## config.mk

```make
export PLATFORM = sky130hd
export DESIGN_NAME = tick_timer
export DESIGN_NICKNAME = d
export VERILOG_FILES = /design/src/rtl/tick_pkg.sv /design/src/rtl/tick_prescaler.sv /design/src/rtl/tick_downcounter.sv /design/src/rtl/tick_timer.sv
export SDC_FILE = /design/constraint.sdc
export NUM_CORES = 1
export LEC_CHECK = 0
export BUFFER_PORTS_ARGS = -buffer_cell sky130_fd_sc_hd__buf_4
export CAP_MARGIN = 20
export CELL_PAD_IN_SITES_DETAIL_PLACEMENT = 1
export CELL_PAD_IN_SITES_GLOBAL_PLACEMENT = 1
export CORE_AREA = 2 2 94 96
export CTS_CLUSTER_SIZE = 16
export DETAILED_ROUTE_END_ITERATION = 7
export DIE_AREA = 0 0 96 98
export GPL_ROUTABILITY_DRIVEN = 0
export PLACE_DENSITY_LB_ADDON = 0.3
export SLEW_MARGIN = 25
export SYNTH_ARGS = -nofsm -noshare
export SYNTH_HDL_FRONTEND = slang
export SYNTH_SLANG_ARGS = --single-unit
```

## constraint.sdc

```tcl
create_clock -name clk -period 5.6 [get_ports clk]
set_input_delay 0.56 -clock clk [delete_from_list [all_inputs] [get_ports clk]]
set_output_delay 0.56 -clock clk [all_outputs]
set_load 0.02 [all_outputs]
```

## src/rtl/tick_pkg.sv

```systemverilog
package tick_pkg;
    typedef enum logic [1:0] {
        REG_CTRL   = 2'd0,
        REG_RELOAD = 2'd1,
        REG_COUNT  = 2'd2,
        REG_PEND   = 2'd3
    } reg_sel_e;

    localparam int CTRL_MASTER_BIT = 0;
    localparam int CTRL_SEL_LSB    = 4;
    localparam int CTRL_TICK_BIT   = 8;
    localparam int RELOAD_MIN_OK   = 3;
endpackage

```

## src/rtl/tick_prescaler.sv

```systemverilog
module tick_prescaler #(
    parameter int SEL_W = 4
) (
    input  logic             clk,
    input  logic             rst_n,
    input  logic             clear,
    input  logic             base_tick,
    input  logic [SEL_W-1:0] sel,
    output logic             tick
);
    localparam int PRE_W = (1 << SEL_W) - 1;

    logic [PRE_W-1:0] cnt_d, cnt_q;
    logic [PRE_W-1:0] mask;

    always_comb begin
        mask  = ({{(PRE_W-1){1'b0}}, 1'b1} << sel) - 1'b1;
        tick  = !clear && base_tick && ((cnt_q & mask) == mask);
        cnt_d = cnt_q;
        if (clear)          cnt_d = '0;
        else if (base_tick) cnt_d = cnt_q + 1'b1;
    end

    always_ff @(posedge clk or negedge rst_n) begin
        if (!rst_n) cnt_q <= '0;
        else        cnt_q <= cnt_d;
    end

    AST_TICK_NEEDS_BASE: assert property (@(posedge clk) disable iff (!rst_n)
        tick |-> base_tick);
    AST_CLEAR_ZEROES: assert property (@(posedge clk) disable iff (!rst_n)
        clear |=> (cnt_q == '0));
endmodule

```

## src/rtl/tick_downcounter.sv

```systemverilog
module tick_downcounter #(
    parameter int CNT_W = 16
) (
    input  logic             clk,
    input  logic             rst_n,
    input  logic             start,
    input  logic             stop,
    input  logic             step,
    input  logic [CNT_W-1:0] reload,
    output logic [CNT_W-1:0] count,
    output logic             running,
    output logic             expire
);
    typedef struct packed {
        logic [CNT_W-1:0] count;
        logic             running;
    } dc_state_t;

    dc_state_t st_d, st_q;

    always_comb begin
        st_d   = st_q;
        expire = st_q.running && step && (st_q.count == CNT_W'(1));
        if (start) begin
            st_d.count   = reload;
            st_d.running = 1'b1;
        end else if (stop) begin
            st_d.running = 1'b0;
        end else if (st_q.running && step) begin
            st_d.count = expire ? reload : st_q.count - 1'b1;
        end
    end

    always_ff @(posedge clk or negedge rst_n) begin
        if (!rst_n) st_q <= '0;
        else        st_q <= st_d;
    end

    assign count   = st_q.count;
    assign running = st_q.running;

    AST_RUN_NONZERO: assert property (@(posedge clk) disable iff (!rst_n)
        running |-> (count != '0));
    AST_FROZEN_IDLE: assert property (@(posedge clk) disable iff (!rst_n)
        (!running && !start) |=> $stable(count));
    AST_EXPIRE_RELOADS: assert property (@(posedge clk) disable iff (!rst_n)
        (expire && !start && !stop) |=> (running && count == $past(reload)));
endmodule

```

## src/rtl/tick_timer.sv

```systemverilog
module tick_timer #(
    parameter int CNT_W  = 16,
    parameter int SEL_W  = 4,
    parameter int DATA_W = 32
) (
    input  logic              clk,
    input  logic              rst_n,
    input  logic              base_tick,
    input  logic [1:0]        bus_addr,
    input  logic              bus_we,
    input  logic [DATA_W-1:0] bus_wdata,
    output logic [DATA_W-1:0] bus_rdata,
    output logic              tick_irq
);
    import tick_pkg::*;

    typedef struct packed {
        logic             master;
        logic             tick_en;
        logic [SEL_W-1:0] sel;
        logic [CNT_W-1:0] reload;
        logic             pending;
    } regs_t;

    regs_t r_d, r_q;

    logic             wr_ctrl, new_master, new_tick;
    logic [SEL_W-1:0] new_sel;
    logic             start, stop, presc_clear;
    logic             step, expire, running;
    logic [CNT_W-1:0] count;

    always_comb begin
        wr_ctrl    = bus_we && (bus_addr == REG_CTRL);
        new_master = bus_wdata[CTRL_MASTER_BIT];
        new_tick   = bus_wdata[CTRL_TICK_BIT];
        new_sel    = bus_wdata[CTRL_SEL_LSB +: SEL_W];

        start = wr_ctrl && new_master && new_tick && !r_q.tick_en
                && (r_q.reload != '0);
        stop  = wr_ctrl && ((r_q.master && !new_master)
                || (new_master && !new_tick && r_q.tick_en));
        presc_clear = !running || start || (wr_ctrl && (new_sel != r_q.sel));

        r_d = r_q;
        if (wr_ctrl) begin
            r_d.master  = new_master;
            r_d.tick_en = new_tick;
            r_d.sel     = new_sel;
        end
        if (bus_we && (bus_addr == REG_RELOAD)
            && (bus_wdata >= DATA_W'(RELOAD_MIN_OK)))
            r_d.reload = bus_wdata[CNT_W-1:0];
        if (expire)
            r_d.pending = 1'b1;
        else if (bus_we && (bus_addr == REG_PEND) && bus_wdata[0])
            r_d.pending = 1'b0;
    end

    always_ff @(posedge clk or negedge rst_n) begin
        if (!rst_n) r_q <= '0;
        else        r_q <= r_d;
    end

    always_comb begin
        bus_rdata = '0;
        case (bus_addr)
            REG_CTRL: begin
                bus_rdata[CTRL_MASTER_BIT]            = r_q.master;
                bus_rdata[CTRL_TICK_BIT]              = r_q.tick_en;
                bus_rdata[CTRL_SEL_LSB +: SEL_W]      = r_q.sel;
            end
            REG_RELOAD: bus_rdata[CNT_W-1:0] = r_q.reload;
            REG_COUNT:  bus_rdata[CNT_W-1:0] = count;
            default:    bus_rdata[0]         = r_q.pending;
        endcase
    end

    assign tick_irq = r_q.pending;

    tick_prescaler #(.SEL_W(SEL_W)) u_presc (
        .clk       (clk),
        .rst_n     (rst_n),
        .clear     (presc_clear),
        .base_tick (base_tick),
        .sel       (r_q.sel),
        .tick      (step)
    );

    tick_downcounter #(.CNT_W(CNT_W)) u_count (
        .clk     (clk),
        .rst_n   (rst_n),
        .start   (start),
        .stop    (stop),
        .step    (step),
        .reload  (r_q.reload),
        .count   (count),
        .running (running),
        .expire  (expire)
    );

    AST_RUN_NEEDS_ENABLES: assert property (@(posedge clk) disable iff (!rst_n)
        running |-> (r_q.master && r_q.tick_en));
    AST_SMALL_RELOAD_KEPT: assert property (@(posedge clk) disable iff (!rst_n)
        (bus_we && bus_addr == REG_RELOAD && bus_wdata < DATA_W'(RELOAD_MIN_OK))
        |=> $stable(r_q.reload));
    AST_MASTER_FALL_STOPS: assert property (@(posedge clk) disable iff (!rst_n)
        (wr_ctrl && r_q.master && !new_master) |=> !running);
    AST_W1C_CLEARS: assert property (@(posedge clk) disable iff (!rst_n)
        (bus_we && bus_addr == REG_PEND && bus_wdata[0] && !expire) |=> !tick_irq);
    AST_EXPIRE_RAISES: assert property (@(posedge clk) disable iff (!rst_n)
        expire |=> tick_irq);
endmodule

```

**Yosys cells after proc, flatten, opt, wreduce, memory -nomap -nowiden**

Index checks and enable logic that the tools add are counted.

- Register bits: 55
- Word-level logic and storage cells: 67

- Equality and inequality tests: 7
- $add $sub $neg: 3
- Bitwise logic cells: 1
- Magnitude comparators: 1
- Mux-type cells: 13
- Reductions and logical operators: 33
- Shifts and indexed selects: 1

Operators with widths:

| kind | number |
|---|---|
| $mux W16 | 3 |
| $ge A32 B2 Y1 const B | 1 |
| $mux W15 | 2 |
| $logic_and A1 B1 Y1 | 18 |
| $mux W17 | 1 |
| $eq A16 B1 Y1 const B | 1 |
| $reduce_bool A16 Y1 | 1 |
| $sub A16 B1 Y16 const B | 1 |
| $add A15 B1 Y15 const B | 1 |
| $and A15 B15 Y15 | 1 |
| $eq A15 B15 Y1 | 1 |
| $pmux W5 S3 | 1 |
| $shl A1 B4 Y15 const A | 1 |
| $sub A15 B1 Y15 const B | 1 |
| $pmux W7 S2 | 1 |
| $reduce_bool A2 Y1 | 4 |
| $pmux W3 S2 | 1 |
| $logic_not A1 Y1 | 5 |
| $eq A2 B2 Y1 const B | 2 |
| $ne A4 B4 Y1 | 1 |
| $logic_or A1 B1 Y1 | 3 |
| $mux W1 | 3 |
| $pmux W1 S3 | 1 |
| $eq A2 B1 Y1 const B | 1 |
| other kinds (3) | 3 |

**Logic depth before layout (Yosys ltp)**

- Depth in word-level cells: 17
- Mapped depth: 13

**Cells and area by module**

Synthesis repeated with hierarchy kept, for this count alone.

- Cells, all modules: 420
- Area total of the unflattened synthesis: 3943.8 µm²

By module, submodules not included:

| module | instances | area each (µm²) | cells each |
|---|---|---|---|
| tick_timer | 1 | 1540.2 | 139 |
| tick_downcounter | 1 | 1343.8 | 156 |
| tick_prescaler | 1 | 1059.8 | 125 |

**Worst setup path after synthesis**

No wires, ideal clock.

- Kind: register to register
- Start: register r_q[18] (netlist name)
- End: register u_count.st_q (netlist bit u_count.count[0])
- Arrival: 3201 ps
- Clock period less this slack: 3328 ps
- Library setup time: 126 ps
- Buffers on the path: 3
- Stages on the path, launching flop included: 12
- Setup slack: 2272 ps
- Cell sequence: dfrtp_1 > buf_4 > or4_4 > ha_1 > dlymetal6s2s_1 > nor2b_1 > a2111oi_2 > o2111ai_2 > o41ai_4 > buf_6 > nor3_2 > a311o_1

- Longest elaborated chain between the ends: 12

RTL lines:

| item | line | RTL |
|---|---|---|
| from (decl) | tick_timer.sv:25 | `regs_t r_d, r_q;` |
| from (signal assigned) | tick_timer.sv:62 | `else r_q <= r_d;` |
| parallel branches: the longest is 5 deep, another holds $sub A15 B1 Y15 | n/a |  |
| $logic_and A1 B1 Y1 (*) | tick_prescaler.sv:18 | `tick = !clear && base_tick && ((cnt_q & mask) == mask);` |
| $logic_and A1 B1 Y1 (*) | tick_downcounter.sv:23, tick_downcounter.sv:29 |  |
| $logic_and A1 B1 Y1 | tick_downcounter.sv:23 | `expire = st_q.running && step && (st_q.count == CNT_W'(1));` |
| $mux W16 | tick_downcounter.sv:30 | `st_d.count = expire ? reload : st_q.count - 1'b1;` |
| $mux W16 | tick_downcounter.sv:29 | `end else if (st_q.running && step) begin` |
| $mux W16 | tick_downcounter.sv:27 | `end else if (stop) begin` |
| $mux W17 | tick_downcounter.sv:24 | `if (start) begin` |
| to (signal assigned) | tick_downcounter.sv:36 | `else st_q <= st_d;` |
| to (decl) | tick_downcounter.sv:19 | `dc_state_t st_d, st_q;` |

Every way passes the cells marked *. The select of a mux whose other input is x is not followed.
A chain may end at the register's enable or synchronous reset.

**Final worst setup path**

- Start: register r_q[18] (netlist name)
- End: register u_count.st_q (netlist bit u_count.count[9])

The elaborated chain is that of the path after synthesis.

==> run summary <==
The run gives 0 as the count of warnings emitted by yosys. The post-synthesis adder-cell area fraction is 0.0263, and the insertion delay of the later-clocked pin in the worst-skew pair is 320 ps. The final-report hold violation count is 0, and the detailed-route wire length per cell is 19.2 um.

The area growth from synthesis to layout was 12.3%; the post-route DRC violation count was 0. The synthesized cell area was 3800 um2. In this run the critical register-to-register path is launched from r_q[18]$_DFFE_PN0P_. CTS saw 55 sinks.

Yosys mapped the design onto 67 distinct sky130hd cell types. The die is 98 um tall. Count of pins on the block boundary: 71. In the synthesized netlist, the number of instances is 400.

The width of the chip works out to 96 um. In the layout the commonest cells are sky130_fd_sc_hd__buf_4 (58), sky130_fd_sc_hd__dfrtp_1 (55), sky130_fd_sc_hd__nor2_1 (28). The synthesized design contains 55 register bits.

The number of maximum-capacitance violations is 0. Among all flip-flop cells after synthesis, the most frequent one is sky130_fd_sc_hd__dfrtp_1. Setup repair after global routing left no endpoint under its margin. After clock tree synthesis, the setup repair step added 0 buffers.

The endpoint required time on the critical path is 5810 ps. The worst hold path belongs to the class in2async. The via count of the first global-routing pass is 3372. The clock passes through at most 2 buffers. The count of nets left with antenna violations once routing finished came out at 0. The synthesized-area fraction occupied by xor and xnor cells is 0.0346, and the final critical delay including setup and external delays is 3910 ps. STA classifies the critical path startpoint as a flip-flop. The fraction of the mapped netlist area in compound gates was 0.181; the actual slew at the worst max-slew pin was 832 ps. Async set or reset register ratio after synthesis: 1.00.

The standard-cell row count is 34. The simple logic cell fraction of the synthesized area was 0.197. The die covers 9410 um2. The fraction of final layout cells sized beyond drive strength 1 came out at 0.223. Averaged over all synthesized cells, the footprint is 9.50 um2. The final route contains 3251 vias.

After detailed routing, the number of vias per cell comes to 5.90. The first global-routing pass estimated 17300 um of wire. Number of max-slew violations in the final report: 0. For the worst flop-to-flop path, the logic depth is 10. The final design area excluding fillers was 4270 um2. On the final layout, the worst clock skew is 10.1 ps. For this design the static power due to leakage is 1.82 nW.

The detailed placement HPWL was 7900 um. The number of port buffers works out to 54. Leaving out fill and tap cells, the most frequent cell in the layout is sky130_fd_sc_hd__buf_4.

TritonCTS built the clock tree. After detailed routing, the total wire length is 10600 um. The run finished with clean final reports. The tools report the data arrival time of the worst path as 4130 ps. By startpoint and endpoint, the worst setup path is classified as reg2reg. 0 antenna diodes ended up in the layout. After routing, the total negative slack on setup checks comes to 0 ps. In this run, post-CTS repair resized a total of 0 instances. The initial standard-cell utilization of the core is 0.449.

Entering global routing, the biggest net connects 56 pins. In this run the critical register-to-register path is captured at u_count.count[9]$_DFFE_PN0P_. The number of clock buffers added by TritonCTS is 5. The part of the Yosys area used for sequential elements is 0.362, and the share of synthesized area spent on multiplexers is 0.107. The number of antenna violations at the first check in global routing came out at 0. The H-tree was split into 2 levels. The peak supply drop came out at 0.000128 V. Number of detailed-routing iterations run before antenna repair: 5. After the last flow step, the layout net total stands at 488. The highest clock frequency the design can meet is 256 MHz, and the number of DRC markers after the initial detailed-route iteration is 197. For the overall fraction of global-route tracks in use, the log shows 0.234.

The main combinational cell family by area after synthesis was simple AND/OR/NAND/NOR gates. The worst slew margin relative to its limit is 0.440. The clock-pin slew on the worst setup and hold paths is 110 ps. The number of buffers inserted for hold repair after clock tree synthesis was 0. Buffer cell driving the clock tree root: sky130_fd_sc_hd__clkbuf_8. Counting flops with a built-in enable in the synthesized netlist gives 0.

After floorplanning, the core was sized to cover 8470 um2. In this run the power density over the cells is 253 nW/um2. The maximum net fanout on the critical path came out at 33.

Setup violations remaining at the end of the flow were counted as 0. Across all register-to-register paths, the minimum setup slack is 1690 ps. The final period utilization works out to 0.698.

Once placement finished, the instance area stood at 4170 um2. The worst setup path is captured at a flip-flop. For this run the aggregate overflow at the end of global routing stands at 0.
## worst max-delay path by stage
stage / from / endpoint / slack, ps / cells past startpoint
6_report: r_q[18]$_DFFE_PN0P_ / u_count.count[9]$_DFFE_PN0P_ / 1690 / 10
5_1_grt: r_q[18]$_DFFE_PN0P_ / u_count.count[2]$_DFFE_PN0P_ / 1480 / 10
4_1_cts: r_q[18]$_DFFE_PN0P_ / u_count.count[9]$_DFFE_PN0P_ / 1710 / 10
3_5_place_dp: r_q[18]$_DFFE_PN0P_ / u_count.count[9]$_DFFE_PN0P_ / 1730 / 10
3_3_place_gp: r_q[18]$_DFFE_PN0P_ / u_count.count[9]$_DFFE_PN0P_ / 1850 / 10
2_1_floorplan: r_q[18]$_DFFE_PN0P_ / u_count.count[0]$_DFFE_PN0P_ / 2270 / 11
## cell families (layout without fill, tap and decap cells)
kind of cell	count (synthesis)	in the layout
buffers and inverters	59	87
XOR/XNOR	15	15
AO/OA/AOI/OAI	88	88
flip-flops	55	55
other	1	16
adder cells (fa/ha/maj)	8	8
multiplexers	38	38
AND/OR/NAND/NOR	136	136
## cell usage after synthesis, drive strengths merged, types with 2 or more instances
cell     count  share of area
o41ai        2          0.012
buf         29          0.059
and2         2         0.0033
mux2        22          0.065
dfrtp       55           0.36
nor2b       17          0.029
or4          2         0.0049
nand3        6         0.0079
o21a         2         0.0040
clkbuf       8         0.0079
o211ai       4          0.012
a21oi       10          0.013
nand4bb      2         0.0059
nand4        9          0.015
a22oi       20          0.040
a222oi       6          0.016
a211oi       2         0.0040
ha           8          0.026
xnor2        4         0.0092
nor4        18          0.030
nand2       22          0.022
nand2b       3         0.0049
or3          4         0.0066
mux2i       16          0.042
o22ai        3         0.0049
a2111oi      2          0.011
inv         20          0.020
nor3         9          0.013
o2bb2ai      2         0.0046
nor2        28          0.028
o21ai       21          0.028
and4         2         0.0046
xor2        11          0.025
and3         6          0.010
a21o         2         0.0040
## critical path, stage by stage, from the launching register on
cell and delay, ps:
sky130_fd_sc_hd__dfrtp_1 620, sky130_fd_sc_hd__or4_4 630, sky130_fd_sc_hd__ha_1 390, sky130_fd_sc_hd__or3b_1 260, sky130_fd_sc_hd__o311ai_1 120, sky130_fd_sc_hd__a2111oi_2 330
sky130_fd_sc_hd__o2111ai_2 270, sky130_fd_sc_hd__o41ai_4 340, sky130_fd_sc_hd__buf_4 410, sky130_fd_sc_hd__o21ai_1 120, sky130_fd_sc_hd__a211o_1 290
## sequential cells by signal, summed over array words and instances, names as in the netlist
signal and cells:
u_presc.cnt_q 15, u_count.running 1, u_count.count 16, tick_irq 1, r_q 22
## power by group
group | internal [mW] | leakage (nW) | switching (mW)
clock network | 0.0900 | 0.0443 | 0.145
logic | 0.139 | 1.11 | 0.170
registers | 0.444 | 0.663 | 0.0905
total | 0.673 | 1.82 | 0.406
## through the flow
step	power, mW	hold slack (ps)	setup WS, ps	instances	utilization
6_report	1.08	285	1690	551	0.504
5_1_grt	1.15	331	1480	551	0.504
4_1_cts	1.08	316	1710	551	0.504
3_5_place_dp	0.850	513	1730	543	0.493
3_3_place_gp	0.833	504	1850	543	0.493
2_1_floorplan	0.741	264	2270	415	-
## routing by layer
metal | GRT usage | routed length [um] | up-vias | part of all wire
li1 | - | - | 1515 | -
met1 | 0.301 | 4560 | 1650 | 0.43
met2 | 0.409 | 5490 | 73 | 0.52
met3 | 0.0324 | 357 | 13 | 0.034
met4 | 0.0538 | 153 | 0 | 0.014
met5 | 0 | 0 | - | 0
## area by class of cell
| type | instances | area (um2) |
|---|---|---|
| clock buffer | 5 | 68.8 |
| clock inverter | 3 | 25.0 |
| fill | 1005 | 4200 |
| inverter | 21 | 78.8 |
| multi-input combinational | 301 | 2150 |
| sequential | 55 | 1380 |
| tap | 108 | 135 |
| timing repair buffer | 58 | 435 |
Note: power is estimated with default switching activity, not from simulation.
